**src/rtl/eep_pkg.sv**
```systemverilog
package eep_pkg;
  localparam int unsigned PAGE_BYTES = 64;
  localparam int unsigned ROW_BYTES  = 8;
  localparam int unsigned ROWS       = PAGE_BYTES / ROW_BYTES;
  localparam int unsigned OFS_W      = $clog2(PAGE_BYTES);
  localparam int unsigned ROW_W      = $clog2(ROWS);
  localparam int unsigned COL_W      = $clog2(ROW_BYTES);

  localparam int unsigned B_ENA   = 0;
  localparam int unsigned B_BUSY  = 1;
  localparam int unsigned B_OFF   = 2;
  localparam int unsigned B_PAR   = 3;
  localparam int unsigned B_START = 6;

  localparam logic [7:0] ERASED = 8'hFF;

  typedef struct packed {
    logic par;
    logic off;
    logic ena;
  } ctl_t;
endpackage

```
**src/rtl/eep_ctl_reg.sv**
```systemverilog
module eep_ctl_reg
  import eep_pkg::*;
(
  input  logic       clk_i,
  input  logic       rst_ni,
  input  logic       wr_i,
  input  logic [7:0] wdata_i,
  input  logic       busy_i,
  output ctl_t       ctl_o,
  output logic       start_req_o
);
  ctl_t ctl_q;
  logic acc;

  assign acc = wr_i && !busy_i;

  always_ff @(posedge clk_i or negedge rst_ni) begin
    if (!rst_ni) ctl_q <= '0;
    else if (acc) begin
      ctl_q.ena <= wdata_i[B_ENA];
      ctl_q.off <= wdata_i[B_OFF];
      ctl_q.par <= wdata_i[B_PAR];
    end
  end

  // start only with a consistent row-mode image
  assign start_req_o = acc && wdata_i[B_START] && wdata_i[B_PAR] &&
                       wdata_i[B_ENA] && !wdata_i[B_OFF];
  assign ctl_o = ctl_q;

  AST_BUSY_CTL_FROZEN: assert property (@(posedge clk_i) disable iff (!rst_ni)
    (busy_i && wr_i) |=> $stable(ctl_o));
endmodule

```
**src/rtl/eep_row_latch.sv**
```systemverilog
module eep_row_latch
  import eep_pkg::*;
(
  input  logic                    clk_i,
  input  logic                    rst_ni,
  input  logic                    load_i,
  input  logic                    single_i,
  input  logic                    bank_i,
  input  logic [OFS_W-1:0]        ofs_i,
  input  logic [7:0]              data_i,
  input  logic                    clear_i,
  output logic                    bank_o,
  output logic [ROW_W-1:0]        row_o,
  output logic [ROW_BYTES*8-1:0]  data_o,
  output logic [ROW_BYTES-1:0]    mask_o
);
  logic                  bank_q;
  logic [ROW_W-1:0]      row_q;
  logic [7:0]            dat_q [ROW_BYTES];
  logic [ROW_BYTES-1:0]  mask_q;
  logic [ROW_W-1:0]      row_in;
  logic [COL_W-1:0]      col_in;
  logic                  fresh;

  assign row_in = ofs_i[OFS_W-1:COL_W];
  assign col_in = ofs_i[COL_W-1:0];
  assign fresh  = single_i || (mask_q == '0) || (row_in != row_q) || (bank_i != bank_q);

  always_ff @(posedge clk_i or negedge rst_ni) begin
    if (!rst_ni) begin
      bank_q <= 1'b0;
      row_q  <= '0;
      mask_q <= '0;
      for (int i = 0; i < ROW_BYTES; i++) dat_q[i] <= '0;
    end else if (clear_i) begin
      mask_q <= '0;
    end else if (load_i) begin
      bank_q        <= bank_i;
      row_q         <= row_in;
      dat_q[col_in] <= data_i;
      if (fresh) mask_q <= ROW_BYTES'(1) << col_in;
      else       mask_q <= mask_q | (ROW_BYTES'(1) << col_in);
    end
  end

  for (genvar g = 0; g < ROW_BYTES; g++) begin : g_out
    assign data_o[g*8 +: 8] = dat_q[g];
  end

  assign bank_o = bank_q;
  assign row_o  = row_q;
  assign mask_o = mask_q;

  AST_MASK_CLEARED: assert property (@(posedge clk_i) disable iff (!rst_ni)
    clear_i |=> (mask_o == '0));
  AST_SINGLE_ONE_BYTE: assert property (@(posedge clk_i) disable iff (!rst_ni)
    (load_i && single_i && !clear_i) |=> $onehot0(mask_o) && (mask_o != '0));
endmodule

```
**src/rtl/eep_prog_timer.sv**
```systemverilog
module eep_prog_timer #(
  parameter int unsigned PROG_CYCLES = 16
) (
  input  logic clk_i,
  input  logic rst_ni,
  input  logic start_i,
  output logic busy_o,
  output logic done_o
);
  localparam int unsigned CW = $clog2(PROG_CYCLES + 1);
  localparam logic [CW-1:0] LOAD = CW'(PROG_CYCLES - 1);

  logic          busy_q;
  logic [CW-1:0] cnt_q;

  assign done_o = busy_q && (cnt_q == '0);

  always_ff @(posedge clk_i or negedge rst_ni) begin
    if (!rst_ni) begin
      busy_q <= 1'b0;
      cnt_q  <= '0;
    end else if (start_i) begin
      busy_q <= 1'b1;
      cnt_q  <= LOAD;
    end else if (busy_q) begin
      if (done_o) busy_q <= 1'b0;
      else        cnt_q  <= cnt_q - 1'b1;
    end
  end

  assign busy_o = busy_q;

  AST_NO_START_WHILE_BUSY: assert property (@(posedge clk_i) disable iff (!rst_ni)
    start_i |-> !busy_q);
  AST_DONE_ENDS_BUSY: assert property (@(posedge clk_i) disable iff (!rst_ni)
    done_o |=> !busy_o);
  AST_START_SETS_BUSY: assert property (@(posedge clk_i) disable iff (!rst_ni)
    start_i |=> busy_o);
endmodule

```
**src/rtl/eep_array.sv**
```systemverilog
module eep_array
  import eep_pkg::*;
#(
  parameter int unsigned NUM_BANKS = 2
) (
  input  logic                    clk_i,
  input  logic                    rst_ni,
  input  logic                    commit_i,
  input  logic                    wbank_i,
  input  logic [ROW_W-1:0]        wrow_i,
  input  logic [ROW_BYTES*8-1:0]  wdata_i,
  input  logic [ROW_BYTES-1:0]    wmask_i,
  input  logic                    rbank_i,
  input  logic [OFS_W-1:0]        rofs_i,
  output logic [7:0]              rdata_o
);
  localparam int unsigned DEPTH = NUM_BANKS * PAGE_BYTES;
  localparam int unsigned AW    = $clog2(DEPTH + 1);

  logic [7:0] mem_q [DEPTH];

  function automatic logic [AW-1:0] idx(input logic b, input logic [OFS_W-1:0] o);
    idx = (NUM_BANKS > 1 && b) ? AW'(PAGE_BYTES) + AW'(o) : AW'(o);
  endfunction

  always_ff @(posedge clk_i or negedge rst_ni) begin
    if (!rst_ni) begin
      for (int i = 0; i < DEPTH; i++) mem_q[i] <= ERASED;
    end else if (commit_i) begin
      for (int c = 0; c < ROW_BYTES; c++) begin
        if (wmask_i[c]) mem_q[idx(wbank_i, {wrow_i, COL_W'(c)})] <= wdata_i[c*8 +: 8];
      end
    end
  end

  assign rdata_o = mem_q[idx(rbank_i, rofs_i)];
endmodule

```
**src/rtl/eep_page_ctrl.sv**
```systemverilog
module eep_page_ctrl
  import eep_pkg::*;
#(
  parameter int unsigned NUM_BANKS   = 2,
  parameter int unsigned PROG_CYCLES = 16,
  parameter logic [7:0]  BANK_ADDR   = 8'hE8,
  parameter logic [7:0]  CTL_ADDR    = 8'hEA
) (
  input  logic       clk_i,
  input  logic       rst_ni,
  input  logic [7:0] addr_i,
  input  logic [7:0] wdata_i,
  input  logic       we_i,
  input  logic       re_i,
  output logic [7:0] rdata_o
);
  logic                   win_hit, ctl_hit, bank_hit;
  logic [1:0]             bank_q;
  logic                   bank_ok, bank_idx, acc_ok, wr_arr;
  logic                   busy, done, start_req, start;
  ctl_t                   ctl;
  logic                   l_bank;
  logic [ROW_W-1:0]       l_row;
  logic [ROW_BYTES*8-1:0] l_data;
  logic [ROW_BYTES-1:0]   l_mask;
  logic [7:0]             arr_rd, rd_d, rdata_q;

  assign win_hit  = (addr_i < 8'(PAGE_BYTES));
  assign ctl_hit  = (addr_i == CTL_ADDR);
  assign bank_hit = (addr_i == BANK_ADDR);

  always_ff @(posedge clk_i or negedge rst_ni) begin
    if (!rst_ni) bank_q <= '0;
    else if (we_i && bank_hit) bank_q <= wdata_i[1:0];
  end

  assign bank_idx = (bank_q == 2'd2);
  assign bank_ok  = (bank_q == 2'd1) || (bank_idx && NUM_BANKS > 1);
  assign acc_ok   = bank_ok && !ctl.off && !busy;
  assign wr_arr   = we_i && win_hit && acc_ok && ctl.ena;
  assign start    = (wr_arr && !ctl.par) || (start_req && (l_mask != '0));

  eep_ctl_reg u_ctl (
    .clk_i, .rst_ni,
    .wr_i(we_i && ctl_hit), .wdata_i, .busy_i(busy),
    .ctl_o(ctl), .start_req_o(start_req)
  );

  eep_row_latch u_latch (
    .clk_i, .rst_ni,
    .load_i(wr_arr), .single_i(!ctl.par), .bank_i(bank_idx),
    .ofs_i(addr_i[OFS_W-1:0]), .data_i(wdata_i), .clear_i(done),
    .bank_o(l_bank), .row_o(l_row), .data_o(l_data), .mask_o(l_mask)
  );

  eep_prog_timer #(.PROG_CYCLES(PROG_CYCLES)) u_timer (
    .clk_i, .rst_ni, .start_i(start), .busy_o(busy), .done_o(done)
  );

  eep_array #(.NUM_BANKS(NUM_BANKS)) u_array (
    .clk_i, .rst_ni,
    .commit_i(done), .wbank_i(l_bank), .wrow_i(l_row), .wdata_i(l_data), .wmask_i(l_mask),
    .rbank_i(bank_idx), .rofs_i(addr_i[OFS_W-1:0]), .rdata_o(arr_rd)
  );

  always_comb begin
    rd_d = 8'h00;
    if (ctl_hit) begin
      rd_d[B_BUSY] = busy;
      if (!busy) begin
        rd_d[B_ENA] = ctl.ena;
        rd_d[B_OFF] = ctl.off;
        rd_d[B_PAR] = ctl.par;
      end
    end else if (bank_hit) begin
      rd_d[1:0] = bank_q;
    end else if (win_hit && acc_ok) begin
      rd_d = arr_rd;
    end
  end

  always_ff @(posedge clk_i or negedge rst_ni) begin
    if (!rst_ni) rdata_q <= '0;
    else if (re_i) rdata_q <= rd_d;
  end

  assign rdata_o = rdata_q;

  AST_CTL_HIGH_ZERO: assert property (@(posedge clk_i) disable iff (!rst_ni)
    (re_i && ctl_hit) |=> (rdata_o[7:4] == 4'h0));
  AST_BUSY_READ_ONLY: assert property (@(posedge clk_i) disable iff (!rst_ni)
    (re_i && ctl_hit && busy) |=> (rdata_o == 8'h02));
  AST_INVALID_READ_ZERO: assert property (@(posedge clk_i) disable iff (!rst_ni)
    (re_i && win_hit && (busy || ctl.off || !bank_ok)) |=> (rdata_o == 8'h00));
  AST_EMPTY_START_IDLE: assert property (@(posedge clk_i) disable iff (!rst_ni)
    (start_req && (l_mask == '0) && !busy) |=> !busy);
endmodule

```
**config.mk**
```make
export PLATFORM = sky130hd
export DESIGN_NAME = eep_page_ctrl
export DESIGN_NICKNAME = d
export VERILOG_FILES = /design/src/rtl/eep_pkg.sv /design/src/rtl/eep_ctl_reg.sv /design/src/rtl/eep_row_latch.sv /design/src/rtl/eep_prog_timer.sv /design/src/rtl/eep_array.sv /design/src/rtl/eep_page_ctrl.sv
export SDC_FILE = /design/constraint.sdc
export NUM_CORES = 2
export LEC_CHECK = 0
export BUFFER_PORTS_ARGS = -buffer_cell sky130_fd_sc_hd__buf_4
export CAP_MARGIN = 30
export CORE_MARGIN = 8
export CORE_UTILIZATION = 64
export CTS_CLUSTER_DIAMETER = 200
export DETAILED_ROUTE_END_ITERATION = 10
export PLACE_DENSITY = 0.78
export SLEW_MARGIN = 20
export SYNTH_ARGS = -nofsm -noshare
export SYNTH_HDL_FRONTEND = slang
export SYNTH_SLANG_ARGS = --single-unit
```
**constraint.sdc**
```tcl
create_clock -name clk_i -period 3.3 [get_ports clk_i]
set_input_delay 0.66 -clock clk_i [delete_from_list [all_inputs] [get_ports clk_i]]
set_output_delay 0.66 -clock clk_i [all_outputs]
set_load 0.1 [all_outputs]
```
## After elaboration in Yosys (flattened, before gate mapping)

Cells that the tools add are included.
Widths: inputs -> output; s select.

- Register bits: 1119
- Bits of input ports: 20
- Output and inout port bits: 8

- $add $sub $neg: 10
- Magnitude comparators: 20
- Equal/unequal tests: 7
- Shift operators: 1
- Muxes and demuxes: 70
- Bitwise operators: 12
- Reduce and logical (&&, ||, !) cells: 41

Operator list:

| cell | count |
|---|---|
| $mux 1024 | 15 |
| $bwmux 1024 | 8 |
| $demux 8 s7 | 8 |
| $mux 8 | 24 |
| $ge 9x8->1 const B | 9 |
| $not 8->9 | 9 |
| $add 7x6->8 const A | 9 |
| $lt 9x1->1 const B | 8 |
| $bwmux 64 | 1 |
| $bmux 8 s7 | 1 |
| $logic_and 1x1->1 | 25 |
| $demux 8 s3 | 1 |
| $eq 8x8->1 const B | 2 |
| $mux 5 | 3 |
| $logic_not 8->1 | 1 |
| $lt 8x7->1 const B | 1 |
| $mux 4 | 2 |
| $or 8x8->8 | 1 |
| $reduce_bool 8->1 | 1 |
| $shl 1x3->8 const A | 1 |
| $mux 6 | 1 |
| $logic_not 5->1 | 1 |
| $logic_or 1x1->1 | 5 |
| $sub 5x1->5 const B | 1 |
| other kinds (14) | 23 |

## Depth between registers and ports, before layout

- Depth after elaboration: 30
- Mapped depth: 11
- Gate-level depth less buffers: 8

## By module

A second synthesis with hierarchy kept.

- Cells, all modules: 2997
- Area total of the unflattened synthesis: 51386.8 um^2

By module, submodules not included:

| module | times used | cells an instance | area each (um^2) |
|---|---|---|---|
| eep_array | 1 | 2710 | 47413.0 |
| eep_row_latch | 1 | 187 | 2930.3 |
| eep_page_ctrl | 1 | 63 | 601.8 |
| eep_prog_timer | 1 | 28 | 295.3 |
| eep_ctl_reg | 1 | 9 | 146.4 |

## Least setup slack after synthesis

Ideal clock, no wire load.

- Path kind: input to register
- From: input port addr_i[0]
- To: register rdata_q[5], in the netlist rdata_o[5]
- Library setup time: 0.131 ns
- Arrival time: 2.504 ns
- Data required time: 3.169 ns
- Setup slack: 0.665 ns
- Stages on the path: 8
- Buffers on the path: 3
- Path through: buf_6 buf_6 buf_2 mux4_2 mux4_2 mux2i_1 o32ai_1 nand3b_1

- Longest elaborated chain between the ends: 9
- Elaborated cells between the ends (all ways): 13
- Classes of those cells: add/sub: 1; order compare: 1; eq/ne: 2; mux: 7; bitwise: 1; reduce/logical: 1

RTL lines:

| what | line | RTL |
|---|---|---|
| start, declared | eep_page_ctrl.sv:11 | `input logic [7:0] addr_i,` |
| $add 7x6->8 | eep_array.sv:23 | `idx = (NUM_BANKS > 1 && b) ? AW'(PAGE_BYTES) + AW'(o) : AW'(o);` |
| $mux 8 | eep_array.sv:23 |  |
| $not 8->9 (not written as such) | eep_array.sv:36 | `assign rdata_o = mem_q[idx(rbank_i, rofs_i)];` |
| $bmux 8 s7 | eep_array.sv:36 |  |
| $mux 8 (not written as such) (2 in a row) | eep_array.sv:36 |  |
| $mux 8 | eep_page_ctrl.sv:77 | `end else if (win_hit && acc_ok) begin` |
| $mux 6 | eep_page_ctrl.sv:75 | `end else if (bank_hit) begin` |
| $mux 4 * | eep_page_ctrl.sv:68 | `if (ctl_hit) begin` |
| end signal, assigned | eep_page_ctrl.sv:84 | `else if (re_i) rdata_q <= rd_d;` |
| end, declared | eep_page_ctrl.sv:26 | `logic [7:0] arr_rd, rd_d, rdata_q;` |

Mark *: on every way between the ends. The rest lies on a longest branch, timed or not. The select of a mux whose other input is x is not followed.
A chain may end at the register's enable or synchronous reset.

## Worst setup path in the final report

- From: register bank_q[0]
- To: register u_latch.dat_q, in the netlist u_latch.data_o[61]

- Longest elaborated chain between the ends: 7
- Elaborated cells between the ends (all ways): 8
- Classes of those cells: eq/ne: 2; reduce/logical: 6

RTL lines:

| what | line | RTL |
|---|---|---|
| start, declared | eep_page_ctrl.sv:18 | `logic [1:0] bank_q;` |
| start signal, assigned | eep_page_ctrl.sv:34 | `else if (we_i && bank_hit) bank_q <= wdata_i[1:0];` |
| $eq 2x1->1 / $eq 2x2->1 (equally long branches) | eep_page_ctrl.sv:38, eep_page_ctrl.sv:37 |  |
| $logic_or 1x1->1 * | eep_page_ctrl.sv:38 | `assign bank_ok = (bank_q == 2'd1) \|\| (bank_idx && NUM_BANKS > 1);` |
| $logic_and 1x1->1 * (2 in a row) | eep_page_ctrl.sv:39 | `assign acc_ok = bank_ok && !ctl.off && !busy;` |
| $logic_and 1x1->1 * (2 in a row) | eep_page_ctrl.sv:40 | `assign wr_arr = we_i && win_hit && acc_ok && ctl.ena;` |
| $reduce_and 2->1 (no line) * | n/a |  |
| end signal, assigned by index | eep_row_latch.sv:40 | `dat_q[col_in] <= data_i;` |
| end, declared | eep_row_latch.sv:19 | `logic [7:0] dat_q [ROW_BYTES];` |

Mark *: on every way between the ends. The rest lies on a longest branch, timed or not.

==> results.txt <==
----------------------------------------------------
[Timing]
  Setup skew after layout ... 0.0249 ns
  Final critical-path share of the clock period ... 89.5%
  Hold slack final ... 0.368 ns
  Final-report max-slew violation count ... 0
  Worst setup margin ... 0.347 ns
  Unrepaired setup endpoints after global routing ... false
  Max-slew headroom at the worst pin ... 29.5%
  Final setup violating endpoints ... 0
  Time the worst path needs with I/O delays and setup ... 2.95 ns
  Number of failing hold endpoints at the final stage ... 0
  Aggregate negative setup slack ... 0 ns
  Maximum achievable frequency ... 339 MHz
  Tightest Pin Transition ... 1.06 ns

[Clock tree]
  Count of instances resized after the clock tree is built ... 0
  Clock network latency to the later pin of the worst-skew pair ... 0.71 ns
  Number of buffers created by CTS ... 117
  Buffer count from post-CTS setup fixing ... 0
  Clock transition time at the flip-flop clock pins of the worst setup and hold paths ... 0.06 ns
  Clock Path Buffers ... 3
  Master cell of the clock root buffer ... clkbuf_16
  TritonCTS clock tree ... built
  H-tree Lvls ... 3
  TritonCTS Sinks ... 1119

[Routing]
  Via count normalized by instance count ... 7.27
  Mean routed wirelength per cell ... 39.4 um
  Drt drc ... 0
  DRT antenna net count ... 0
  Pre-antenna DRT Iters ... 5
  Total wirelength of the detailed-routed design ... 181 mm
  Detailed-route via count ... 33.3k
  Initial DRC count ... 3691

[Setup path]
  Crit-path cells ... inv_1, ha_1, nor4_1, nor2b_1, and3_1, and4_1, mux2_2
  Critical path startpoint ... bank_q[0]
  Library cell contributing the largest single delay on the critical path ... and4_1
  Critical path class ... flop to flop
  Endpoint class of the critical path ... flop
  Critical path peak fanout ... 9
  Buffers plus inverters on the worst setup path ... 1
  Data arrival at the endpoint of the critical path ... 3.54 ns
  Startpoint of the lowest-slack register-to-register path ... bank_q[0]
  Nature of the critical path startpoint ... flop
  CP Data Required Time ... 3.89 ns
  Slowest stage delay, CP ... 0.64 ns
  CP top delay family ... simple AND/OR/NAND/NOR gates
  R2R setup slack ... 0.35 ns

[Floorplanning]
  Die Wd ... 300 um
  Floorplan die area ... 90200 um2
  Core region area ... 80300 um2
  Starting density of the core ... 64.4%
  Number of I/O pins ... 28
  Site Rows ... 104
  Die H ... 300 um

[Cells and area]
  Fin cells ... 4581
  Most frequent standard cell in the layout excluding fill and tap cells ... mux2_2
  Total area of sequential cells ... 29300 um2
  Filler cell count ... 4901
  Layout area overhead ... 13.8%
  Area taken by multi-input logic gates ... 21500 um2
  Top library cells by usage in the layout, fill and taps aside ... mux2_2, dfstp_2, mux4_2
  Layout net count ... 3444
  Fraction of layout cells with a size suffix above 1 ... 81.8%

[Outcome]
  Run status ... completed

[Flow run]
  Number of maximum-capacitance violations ... 0

[Placement]
  Routability congestion estimate ... 1.04
  Sum of net half-perimeters after detailed placement ... 121 mm
  Number of instances in the placed design ... 4360
  Worst Setup Slack post-DPL ... -0.0902 ns
  Count of input and output buffers ... 27

[Logic synthesis]
  Synthesized instance count ... 3209
  Top flip-flop cell by instance count after synthesis ... dfstp_2
  Register bit count reported by yosys ... 1119
  Post-synth EDFFs ... 0
  Synthesized cell area ... 51700 um2
  Per-instance average area after synthesis ... 16.1 um2
  Synthesized netlist net count ... 3231
  Post-synthesis async set-or-reset flop share ... 100%
  YS warnings ... 0
  Library cells used by synthesis ... 62
  Share of synthesized area occupied by flip-flops and latches ... 56.6%

[Power]
  Power density over the cells ... 488 nW/um2
  Leakage power summed over all cells ... 0.0247 uW
  Worst vdd ir ... 0.482 mV

[Global routing]
  Number of global-route vias before repair ... 34.4k
  Remaining Overflow, GRT ... 0
  First-pass GRT wire length ... 259 mm
  Total track usage ... 40.2%
  Pin count of the biggest net entering global routing ... 117
  Number of antenna violations at the first check in global routing ... 17

[Min path]
  Worst Min Path Start ... wdata_i[5]
  Min-Delay Path Class ... input port to flop

----------------------------------------------------
[logic make-up (layout without fill, tap and decap cells)]
kind of cell / count (synthesis) / in the layout / synth area share (%)
AO/OA/AOI/OAI: 111 / 111 / 1.55
AND/OR/NAND/NOR: 355 / 355 / 3.20
multiplexers: 1421 / 1421 / 36.6
buffers and inverters: 194 / 504 / 1.92
other: 0 / 2 / 0
flip-flops: 1119 / 1119 / 56.6
adder cells (fa/ha/maj): 2 / 2 / 0.0484
XOR/XNOR: 7 / 7 / 0.119
[flip-flops by register name (all words and copies together), names as in the netlist]
signal and flops:
u_array.mem_q 1024, rdata_o 8, u_latch.mask_o 8, u_latch.row_o 3, u_ctl.ctl_o 3, u_latch.bank_o 1
u_latch.data_o 64, u_timer.cnt_q 5, u_timer.busy_o 1, bank_q 2
[report_power, final]
part           total [uW]  leakage [uW]  switching, uW  internal (uW)
clock               13600       0.00198           5640           7910
combinational        1300        0.0109            888            409
sequential          13900        0.0119           54.8          13800
[what timing repair did]
action	in CTS	in global routing
setup endpoints to repair	0	0
endpoints found under the hold margin	16	0
hold buffers	1	0
[worst reg2reg max path, stage by stage (launching register included)]
cell and delay [ns]:
dfrtp_1 0.36, inv_1 0.12, ha_1 0.25, nor4_1 0.40, nor2b_1 0.26, and3_1 0.39, and4_1 0.64, mux2_2 0.42
[Yosys cell counts (3+ instances only)]
| library cell | instances | area, um2 |
|---|---|---|
| a211oi_1 | 4 | 30.0 |
| nand2_1 | 189 | 709 |
| o32ai_1 | 3 | 26.3 |
| nor4_1 | 14 | 87.6 |
| nand4_1 | 7 | 43.8 |
| o211ai_1 | 7 | 52.6 |
| a21oi_1 | 15 | 75.1 |
| dfstp_2 | 1024 | 26900 |
| o311ai_0 | 3 | 26.3 |
| nor2_1 | 32 | 120 |
| xnor2_1 | 5 | 43.8 |
| mux2i_1 | 50 | 500 |
| and3_1 | 6 | 37.5 |
| o21ai_0 | 11 | 55.1 |
| mux2_2 | 1109 | 12500 |
| and2_1 | 11 | 68.8 |
| mux4_2 | 253 | 5700 |
| clkbuf_1 | 95 | 357 |
| buf_2 | 44 | 220 |
| nor2b_1 | 18 | 113 |
| nand3b_1 | 8 | 60.1 |
| nor4b_1 | 3 | 26.3 |
| o22ai_1 | 12 | 75.1 |
| dfrtp_1 | 95 | 2380 |
| buf_1 | 7 | 26.3 |
| nor3_1 | 19 | 95.1 |
| a2111oi_0 | 7 | 61.3 |
| mux4_1 | 8 | 210 |
| a31oi_1 | 5 | 31.3 |
| a22oi_1 | 21 | 158 |
| nand2b_1 | 9 | 56.3 |
| a221oi_1 | 5 | 43.8 |
| or3_1 | 4 | 25.0 |
| inv_1 | 7 | 26.3 |
| nand3_1 | 25 | 125 |
| buf_6 | 8 | 90.1 |
| a22o_1 | 3 | 26.3 |
| o221ai_1 | 3 | 26.3 |
| buf_4 | 30 | 225 |
[final timing paths]
path                                 endpoint  cells past startpoint
setup / recovery           u_latch.data_o[61]                      7
hold / removal             u_latch.data_o[45]                      2
setup reg to reg           u_latch.data_o[61]                      7
hold reg to reg            u_latch.data_o[46]                      1
max in group asynchronous  u_array.mem_q[931]                      4
min in group asynchronous  u_latch.data_o[46]                      2
[per-stage QoR]
stage,total power [uW],area [um2],util (%)
floorplan,14600,51700,-
global placement,15300,54600,68.0
detailed placement,15300,54800,68.3
global route,29300,58900,73.3
finish,28700,58900,73.3
CTS,28700,58800,73.3
[per-layer routing]
layer / share of wire, % / global-route usage [%] / up-vias
met4: 5.7 / 19.0 / 16
met3: 13 / 15.2 / 591
li1: - / - / 12501
met1: 38 / 54.4 / 18020
met5: 0.073 / 0 / -
met2: 43 / 57.5 / 2154
[layout make-up]
type	count	area share, %
inverters	7	0.0446
clock inverters	41	0.763
well taps	1060	2.25
flip-flops and latches	1119	49.8
repair buffers	281	4.72
diodes	2	0.00850
multi-input cells	1896	36.5
clock buffers	175	5.99
Power figures use the tool's default switching activity.
